$ cat config.mk
export PLATFORM = sky130hd
export DESIGN_NAME = frame_capture
export DESIGN_NICKNAME = d
export VERILOG_FILES = /design/src/rtl/frame_cap_pkg.sv /design/src/rtl/frame_cap_ctrl.sv /design/src/rtl/frame_cap_dpath.sv /design/src/rtl/frame_capture.sv
export SDC_FILE = /design/constraint.sdc
export NUM_CORES = 1
export LEC_CHECK = 0
export BUFFER_PORTS_ARGS = -buffer_cell sky130_fd_sc_hd__buf_4
export CORE_UTILIZATION = 57
export DETAILED_ROUTE_END_ITERATION = 8
export PLACE_DENSITY = 0.79
export SETUP_SLACK_MARGIN = 0.1
export SYNTH_ARGS = -nofsm -noshare
export SYNTH_HDL_FRONTEND = slang
export SYNTH_HIERARCHICAL = 1
export SYNTH_SLANG_ARGS = --single-unit
$ cat constraint.sdc
create_clock -name clk -period 3.5 [get_ports clk]
set_input_delay 0 -clock clk [delete_from_list [all_inputs] [get_ports clk]]
set_output_delay 0 -clock clk [all_outputs]
set_load 0.05 [all_outputs]
$ cat src/rtl/frame_cap_pkg.sv
package frame_cap_pkg;

  typedef enum logic [2:0] {
    ST_IDLE,
    ST_ARM,
    ST_CAPT,
    ST_FLUSH,
    ST_READ
  } capState_e;

  // strobes from control to datapath
  typedef struct packed {
    logic armed;     // waiting for vertical sync, converter running
    logic capRun;    // window samples may be stored
    logic capClear;  // restart line, pixel and write counters
    logic rdRun;     // readback strobes are served
  } capCtl_t;

  // events from datapath to control
  typedef struct packed {
    logic vsRise;    // rising edge of vertical sync
    logic frameFull; // the sample for the last address is being stored
    logic rdFire;    // a readback strobe is served this cycle
    logic lastRead;  // that strobe reads the last address
  } capStat_t;

endpackage

$ cat src/rtl/frame_cap_ctrl.sv
module frame_cap_ctrl
  import frame_cap_pkg::*;
(
  input  logic     clk,
  input  logic     rst,
  input  logic     start,
  input  logic     irqAck,
  input  capStat_t stat,
  output capCtl_t  ctl,
  output logic     irq,
  output logic     rdDone
);

  capState_e state;
  capState_e stateNext;

  always_comb begin
    stateNext = state;
    unique case (state)
      ST_IDLE:  if (start)          stateNext = ST_ARM;
      ST_ARM:   if (stat.vsRise)    stateNext = ST_CAPT;
      ST_CAPT:  if (stat.frameFull) stateNext = ST_FLUSH;
      ST_FLUSH:                     stateNext = ST_READ;
      ST_READ:  if (stat.lastRead)  stateNext = ST_IDLE;
      default:                      stateNext = ST_IDLE;
    endcase
  end

  always_comb begin
    ctl.armed    = (state == ST_ARM);
    ctl.capRun   = (state == ST_CAPT);
    ctl.capClear = ((state == ST_ARM) || (state == ST_CAPT)) && stat.vsRise;
    ctl.rdRun    = (state == ST_READ);
  end

  always_ff @(posedge clk) begin
    if (rst) begin
      state  <= ST_IDLE;
      irq    <= 1'b0;
      rdDone <= 1'b0;
    end else begin
      state <= stateNext;

      // interrupt comes up after the final write has left the pipeline
      if (state == ST_FLUSH) begin
        irq <= 1'b1;
      end else if (irqAck || stat.rdFire) begin
        irq <= 1'b0;
      end

      if ((state == ST_IDLE) && start) begin
        rdDone <= 1'b0;
      end else if (stat.lastRead) begin
        rdDone <= 1'b1;
      end
    end
  end

endmodule

$ cat src/rtl/frame_cap_dpath.sv
module frame_cap_dpath
  import frame_cap_pkg::*;
#(
  parameter int ACT_W  = 512,
  parameter int ACT_H  = 512,
  parameter int H_OFF  = 16,
  parameter int V_OFF  = 8,
  parameter int DATA_W = 8,
  parameter int ADDR_W = 18
) (
  input  logic              clk,
  input  logic              rst,
  input  capCtl_t           ctl,
  output capStat_t          stat,
  input  logic              hSync,
  input  logic              vSync,
  input  logic              pixEn,
  input  logic [DATA_W-1:0] adcData,
  output logic              adcConv,
  output logic [ADDR_W-1:0] bufAddr,
  output logic              bufCs,
  output logic              bufWe,
  output logic [DATA_W-1:0] bufWrData,
  input  logic [DATA_W-1:0] bufRdData,
  input  logic              hostRd,
  output logic [DATA_W-1:0] hostRdData
);

  localparam int PIX_N  = ACT_W * ACT_H;
  localparam int PC_END = H_OFF + ACT_W;          // first column past the window
  localparam int PC_W   = $clog2(PC_END + 1);
  localparam int LC_END = V_OFF + ACT_H;          // line count of the last stored line
  localparam int LC_W   = $clog2(LC_END + 2);

  localparam logic [PC_W-1:0]   COL_LO   = PC_W'(H_OFF);
  localparam logic [PC_W-1:0]   COL_SAT  = PC_W'(PC_END);
  localparam logic [LC_W-1:0]   ROW_LO   = LC_W'(V_OFF + 1);
  localparam logic [LC_W-1:0]   ROW_HI   = LC_W'(LC_END);
  localparam logic [LC_W-1:0]   ROW_SAT  = LC_W'(LC_END + 1);
  localparam logic [ADDR_W-1:0] ADDR_END = ADDR_W'(PIX_N - 1);

  // sync edge detection
  logic hPrev;
  logic vPrev;
  logic hRise;
  logic vRise;

  assign hRise = hSync && !hPrev;
  assign vRise = vSync && !vPrev;

  always_ff @(posedge clk) begin
    if (rst) begin
      hPrev <= 1'b0;
      vPrev <= 1'b0;
    end else begin
      hPrev <= hSync;
      vPrev <= vSync;
    end
  end

  // window tracking: lineCnt counts hsync edges since vsync, so line index is lineCnt-1
  logic [PC_W-1:0]   pixCnt;
  logic [LC_W-1:0]   lineCnt;
  logic [ADDR_W-1:0] wrPtr;
  logic              inCol;
  logic              inRow;
  logic              storeEv;

  assign inCol   = (pixCnt >= COL_LO) && (pixCnt < COL_SAT);
  assign inRow   = (lineCnt >= ROW_LO) && (lineCnt <= ROW_HI);
  assign storeEv = ctl.capRun && pixEn && !hRise && !vRise && inCol && inRow;

  always_ff @(posedge clk) begin
    if (rst || ctl.capClear) begin
      pixCnt  <= COL_SAT;
      lineCnt <= '0;
      wrPtr   <= '0;
    end else if (ctl.capRun) begin
      if (hRise) begin
        pixCnt <= '0;
        if (lineCnt != ROW_SAT) begin
          lineCnt <= lineCnt + 1'b1;
        end
      end else if (pixEn) begin
        if (pixCnt != COL_SAT) begin
          pixCnt <= pixCnt + 1'b1;
        end
      end
      if (storeEv) begin
        wrPtr <= wrPtr + 1'b1;
      end
    end
  end

  // one-cycle registered write stage toward the buffer
  logic              wrValid;
  logic [ADDR_W-1:0] wrAddrQ;
  logic [DATA_W-1:0] wrDataQ;

  always_ff @(posedge clk) begin
    if (rst) begin
      wrValid <= 1'b0;
      wrAddrQ <= '0;
      wrDataQ <= '0;
      adcConv <= 1'b0;
    end else begin
      wrValid <= storeEv;
      if (storeEv) begin
        wrAddrQ <= wrPtr;
        wrDataQ <= adcData;
      end
      adcConv <= pixEn && (ctl.armed || ctl.capRun);
    end
  end

  // readback pointer
  logic [ADDR_W-1:0] rdPtr;
  logic              rdFire;
  logic              rdLast;

  assign rdFire = ctl.rdRun && hostRd;
  assign rdLast = rdFire && (rdPtr == ADDR_END);

  always_ff @(posedge clk) begin
    if (rst) begin
      rdPtr <= '0;
    end else if (rdFire) begin
      rdPtr <= rdLast ? '0 : rdPtr + 1'b1;
    end
  end

  // buffer port: a pending write owns the address
  assign bufWe      = wrValid;
  assign bufCs      = wrValid || rdFire;
  assign bufAddr    = wrValid ? wrAddrQ : rdPtr;
  assign bufWrData  = wrDataQ;
  assign hostRdData = rdFire ? bufRdData : '0;

  always_comb begin
    stat.vsRise    = vRise;
    stat.frameFull = storeEv && (wrPtr == ADDR_END);
    stat.rdFire    = rdFire;
    stat.lastRead  = rdLast;
  end

endmodule

$ cat src/rtl/frame_capture.sv
module frame_capture
  import frame_cap_pkg::*;
#(
  parameter int ACT_W  = 512,
  parameter int ACT_H  = 512,
  parameter int H_OFF  = 16,
  parameter int V_OFF  = 8,
  parameter int DATA_W = 8,
  localparam int ADDR_W = $clog2(ACT_W * ACT_H)
) (
  input  logic              clk,
  input  logic              rst,
  input  logic              start,
  input  logic              irqAck,
  output logic              irq,
  output logic              rdDone,
  input  logic              hSync,
  input  logic              vSync,
  input  logic              pixEn,
  input  logic [DATA_W-1:0] adcData,
  output logic              adcConv,
  output logic [ADDR_W-1:0] bufAddr,
  output logic              bufCs,
  output logic              bufWe,
  output logic [DATA_W-1:0] bufWrData,
  input  logic [DATA_W-1:0] bufRdData,
  input  logic              hostRd,
  output logic [DATA_W-1:0] hostRdData
);

  capCtl_t  ctl;
  capStat_t stat;

  frame_cap_ctrl u_ctrl (
    .clk    (clk),
    .rst    (rst),
    .start  (start),
    .irqAck (irqAck),
    .stat   (stat),
    .ctl    (ctl),
    .irq    (irq),
    .rdDone (rdDone)
  );

  frame_cap_dpath #(
    .ACT_W  (ACT_W),
    .ACT_H  (ACT_H),
    .H_OFF  (H_OFF),
    .V_OFF  (V_OFF),
    .DATA_W (DATA_W),
    .ADDR_W (ADDR_W)
  ) u_dpath (
    .clk        (clk),
    .rst        (rst),
    .ctl        (ctl),
    .stat       (stat),
    .hSync      (hSync),
    .vSync      (vSync),
    .pixEn      (pixEn),
    .adcData    (adcData),
    .adcConv    (adcConv),
    .bufAddr    (bufAddr),
    .bufCs      (bufCs),
    .bufWe      (bufWe),
    .bufWrData  (bufWrData),
    .bufRdData  (bufRdData),
    .hostRd     (hostRd),
    .hostRdData (hostRdData)
  );

endmodule

==> results.sh <==
export IMPL_cellLeakagePower_nw=1.95
export IMPL_synth_area_sq_um=4510
export IMPL_min_period_over_period=0.833
export IMPL_die_x_um=91.0
export IMPL_p_sw_frac=0.241
export IMPL_startpoint="u_ctrl/state[2]"
export IMPL_cell_internal_pwr_mw=1.43
export IMPL_num_vias=4152
export IMPL_clk_pin_slew_worst_paths_ps=90
export IMPL_die_h_um=91.0
export IMPL_cts_tree="yes"
export IMPL_fin_cells=700
export IMPL_place_ws_ps=737
export IMPL_htree_levels=3
export IMPL_diodes=0
export IMPL_grt_pass1_wl_mm=17.3
export IMPL_gp_congestion=0.843
export IMPL_async_flop_share=0
export IMPL_port_buffers=62
export IMPL_syn_num_nets=569
export IMPL_drt_iter0_markers=257
export IMPL_endpoint="u_dpath/rdPtr[11]"
export IMPL_n_fill_cell=650
export IMPL_ctsHoldBuffers=13
export IMPL_post_synth_top_area_cell="dfxtp_1"
export IMPL_yosysMostFrequentCell="dfxtp_1"
export IMPL_cts_buffers=9
export IMPL_slew_violations=0
export IMPL_start_kind="flip-flop"
export IMPL_busiest_layer="met2"
export IMPL_power_frac_seq=0.555
export IMPL_r2r_cells=7
export IMPL_initial_core_util=0.587
export IMPL_drv_cap=0
export IMPL_placed_cells=671
export IMPL_final_hold_violation_count=0
export IMPL_die_area_sq_um=8270
export IMPL_grt_pass1_vias=3775
export IMPL_crit_path_end_kind="flip-flop"
export IMPL_p_switching_mw=0.454
export IMPL_grt_max_degree=52
export IMPL_worst_slack_ps=583
export IMPL_firstDrtPassIters=5
export IMPL_drive_above_1_share=0.182
export IMPL_pwr_density_cell_nw_per_um2=354
export IMPL_wire_per_inst_um=14.9
export IMPL_ys_types=52
export IMPL_setup_viol=0
export IMPL_max_slew_margin=0.403
export IMPL_post_cts_buffers=0
export IMPL_synth_top_cell_area_share=0.404
export IMPL_grt_overflow_total=0
export IMPL_core_rowCount=32
export IMPL_timing_rr_start="u_ctrl/state[2]"
export IMPL_ys_flop_type="dfxtp_1"
export IMPL_grt_antenna_before_repair=0
export IMPL_critical_path_arrival_ps=3140
export IMPL_clock_sinks=91
export IMPL_status="complete, no violations"
export IMPL_post_dp_hpwl_mm=7.03
export IMPL_r2r_end="u_dpath/rdPtr[11]"
export IMPL_ir_worst_vdd_v=0.000221
export IMPL_critPathKind="flip-flop to flip-flop"
export IMPL_cts_resized_gates=0
export IMPL_hold_path_class="input port to flip-flop"
export IMPL_track_usage=0.253
export IMPL_wl_mm=10.4
export IMPL_grtUsageMet3=0.0477
export IMPL_ys_seq_area_frac=0.404
export IMPL_r2r_slack_ps=580
export IMPL_drcViolationCount=0
export IMPL_required_ps=3730
export IMPL_synth_top_cells_by_count="dfxtp_1 (91), nor2_1 (55), a21oi_1 (48)"
export IMPL_timing_setup_tns_ps=0
export IMPL_clkLatencyLatePin_ps=360
export IMPL_rsz0062_at_grt="no"
export IMPL_crit_fanout=13
export IMPL_syn_inst=537
export IMPL_power_frac_comb=0.048
export IMPL_synth_edf_count=0
export IMPL_clkPwrFrac=0.397
export IMPL_syn_avg_cell_area_sq_um=8.40
export IMPL_routed_via_density=5.93
export IMPL_period_needed_ps=2920
export IMPL_ys_ff_latch=91
export IMPL_cts_buffer_depth=2
export IMPL_gr_usage_met2=0.434
export IMPL_synthTopCellsByArea="dfxtp_1 (40%), a21oi_1 (5.3%), nor2_1 (4.6%)"
export IMPL_tightestPinTransition_ps=894
export IMPL_ios=63
export IMPL_fin_skew_ps=9.63
export IMPL_ys_warn_count=6
export IMPL_grtUsageMet1=0.323
export IMPL_fin_nets=625
export IMPL_cts_root_buf="clkbuf_8"
export IMPL_antenna_left=0
export IMPL_layout_area_overhead_vs_synth_pct=18.0
export IMPL_coreArea_sq_um=7690
export IMPL_fmax_mhz=343
## worst min path at each step
stage	cells after the start	endpoint	startpoint	slack (ps)
after floorplan	1	u_ctrl/irq	rst	70
after global placement	2	u_dpath/vPrev	vSync	220
after detailed placement	2	u_dpath/vPrev	vSync	220
after CTS	2	u_dpath/bufWe	rst	50
after global routing	2	u_dpath/bufWe	rst	80
final	2	u_dpath/vPrev	rst	60
## critical path, cell delays in order (launching register included)
cell and delay, ps:
dfxtp_1 450, nor3b_1 690, nand2_1 280, clkinv_1 210
nand3_1 180, or3_1 470, nand2b_1 390, nor2_1 120
## routing by layer
layer  share of wire  up-vias
met1            0.44     1977
met3           0.053       10
li1                -     2031
met2            0.49      134
met5               0        -
met4          0.0066        0
## placed cells by master, fill, tap and decap left out, types with 2 or more instances in the layout
cell	count
a21o_1	2
a21oi_1	47
a31o_2	3
a31oi_1	2
and2_1	4
and3_1	13
and4_1	6
buf_4	67
clkbuf_8	9
clkinv_4	2
dfxtp_1	91
dlygate4sd3_1	13
ha_1	8
inv_1	16
inv_6	2
mux2_2	15
nand2_1	29
nand2b_1	4
nand3_1	41
nand3b_1	5
nand4_1	21
nand4b_1	2
nor2_1	55
nor2b_1	4
nor3_1	6
nor3b_1	4
nor4_1	4
o21ai_0	36
o31ai_1	10
o41ai_1	3
or3_1	7
or3b_2	2
or4_1	8
or4b_1	3
xnor2_1	17
xor2_1	17
## registers in the layout, indices dropped and copies added, names as in the netlist
name	flops
u_ctrl/state	3
u_dpath/hPrev	1
u_ctrl/irq	1
u_ctrl/rdDone	1
u_dpath/lineCnt	10
u_dpath/wrAddrQ	18
u_dpath/bufWrData	8
u_dpath/pixCnt	10
u_dpath/vPrev	1
u_dpath/adcConv	1
u_dpath/rdPtr	18
u_dpath/bufWe	1
u_dpath/wrPtr	18
## cell families (layout without fill, tap and decap cells)
kind of cell               after synthesis  after routing  synth area share
buffers and inverters                   52            113            0.0513
adders and majority gates                8              8            0.0222
and+or+nand+nor                        222            222             0.264
DFF                                     91             91             0.404
xor gates and xnor gates                34             34            0.0660
muxes                                   18             18            0.0472
AOI/OAI and AO/OA                      112            112             0.146
## final cells by class
cell class / count / area (sq um) / share of cell area
Multi-Input combinational cell: 394 / 2460 / 0.462
Sequential cell: 91 / 1820 / 0.342
Timing Repair Buffer: 80 / 633 / 0.119
Tap cell: 102 / 128 / 0.0240
Clock buffer: 9 / 124 / 0.0233
Clock inverter: 7 / 92.6 / 0.0174
Inverter: 17 / 63.8 / 0.0120
## power by group through the flow
stage | Combinational [mW] | Clock, mW | Sequential [mW]
after CTS | 0.0894 | 0.768 | 1.05
after floorplan | 0.0476 | 0 | 1.07
after global placement | 0.0755 | 0 | 1.07
final | 0.0901 | 0.747 | 1.05
after global routing | 0.0974 | 0.807 | 1.05
after detailed placement | 0.0775 | 0 | 1.07
## through the flow
step,hold slack [ps],total power [mW],utilization,cell area (sq um)
2_1_floorplan,69.1,1.12,-,4510
3_3_place_gp,220,1.14,0.647,4980
3_5_place_dp,225,1.15,0.647,4980
4_1_cts,52.1,1.90,0.693,5320
5_1_grt,81.3,1.95,0.693,5320
6_report,64.8,1.88,0.693,5320
No activity file was read; power rests on OpenSTA's default activity.
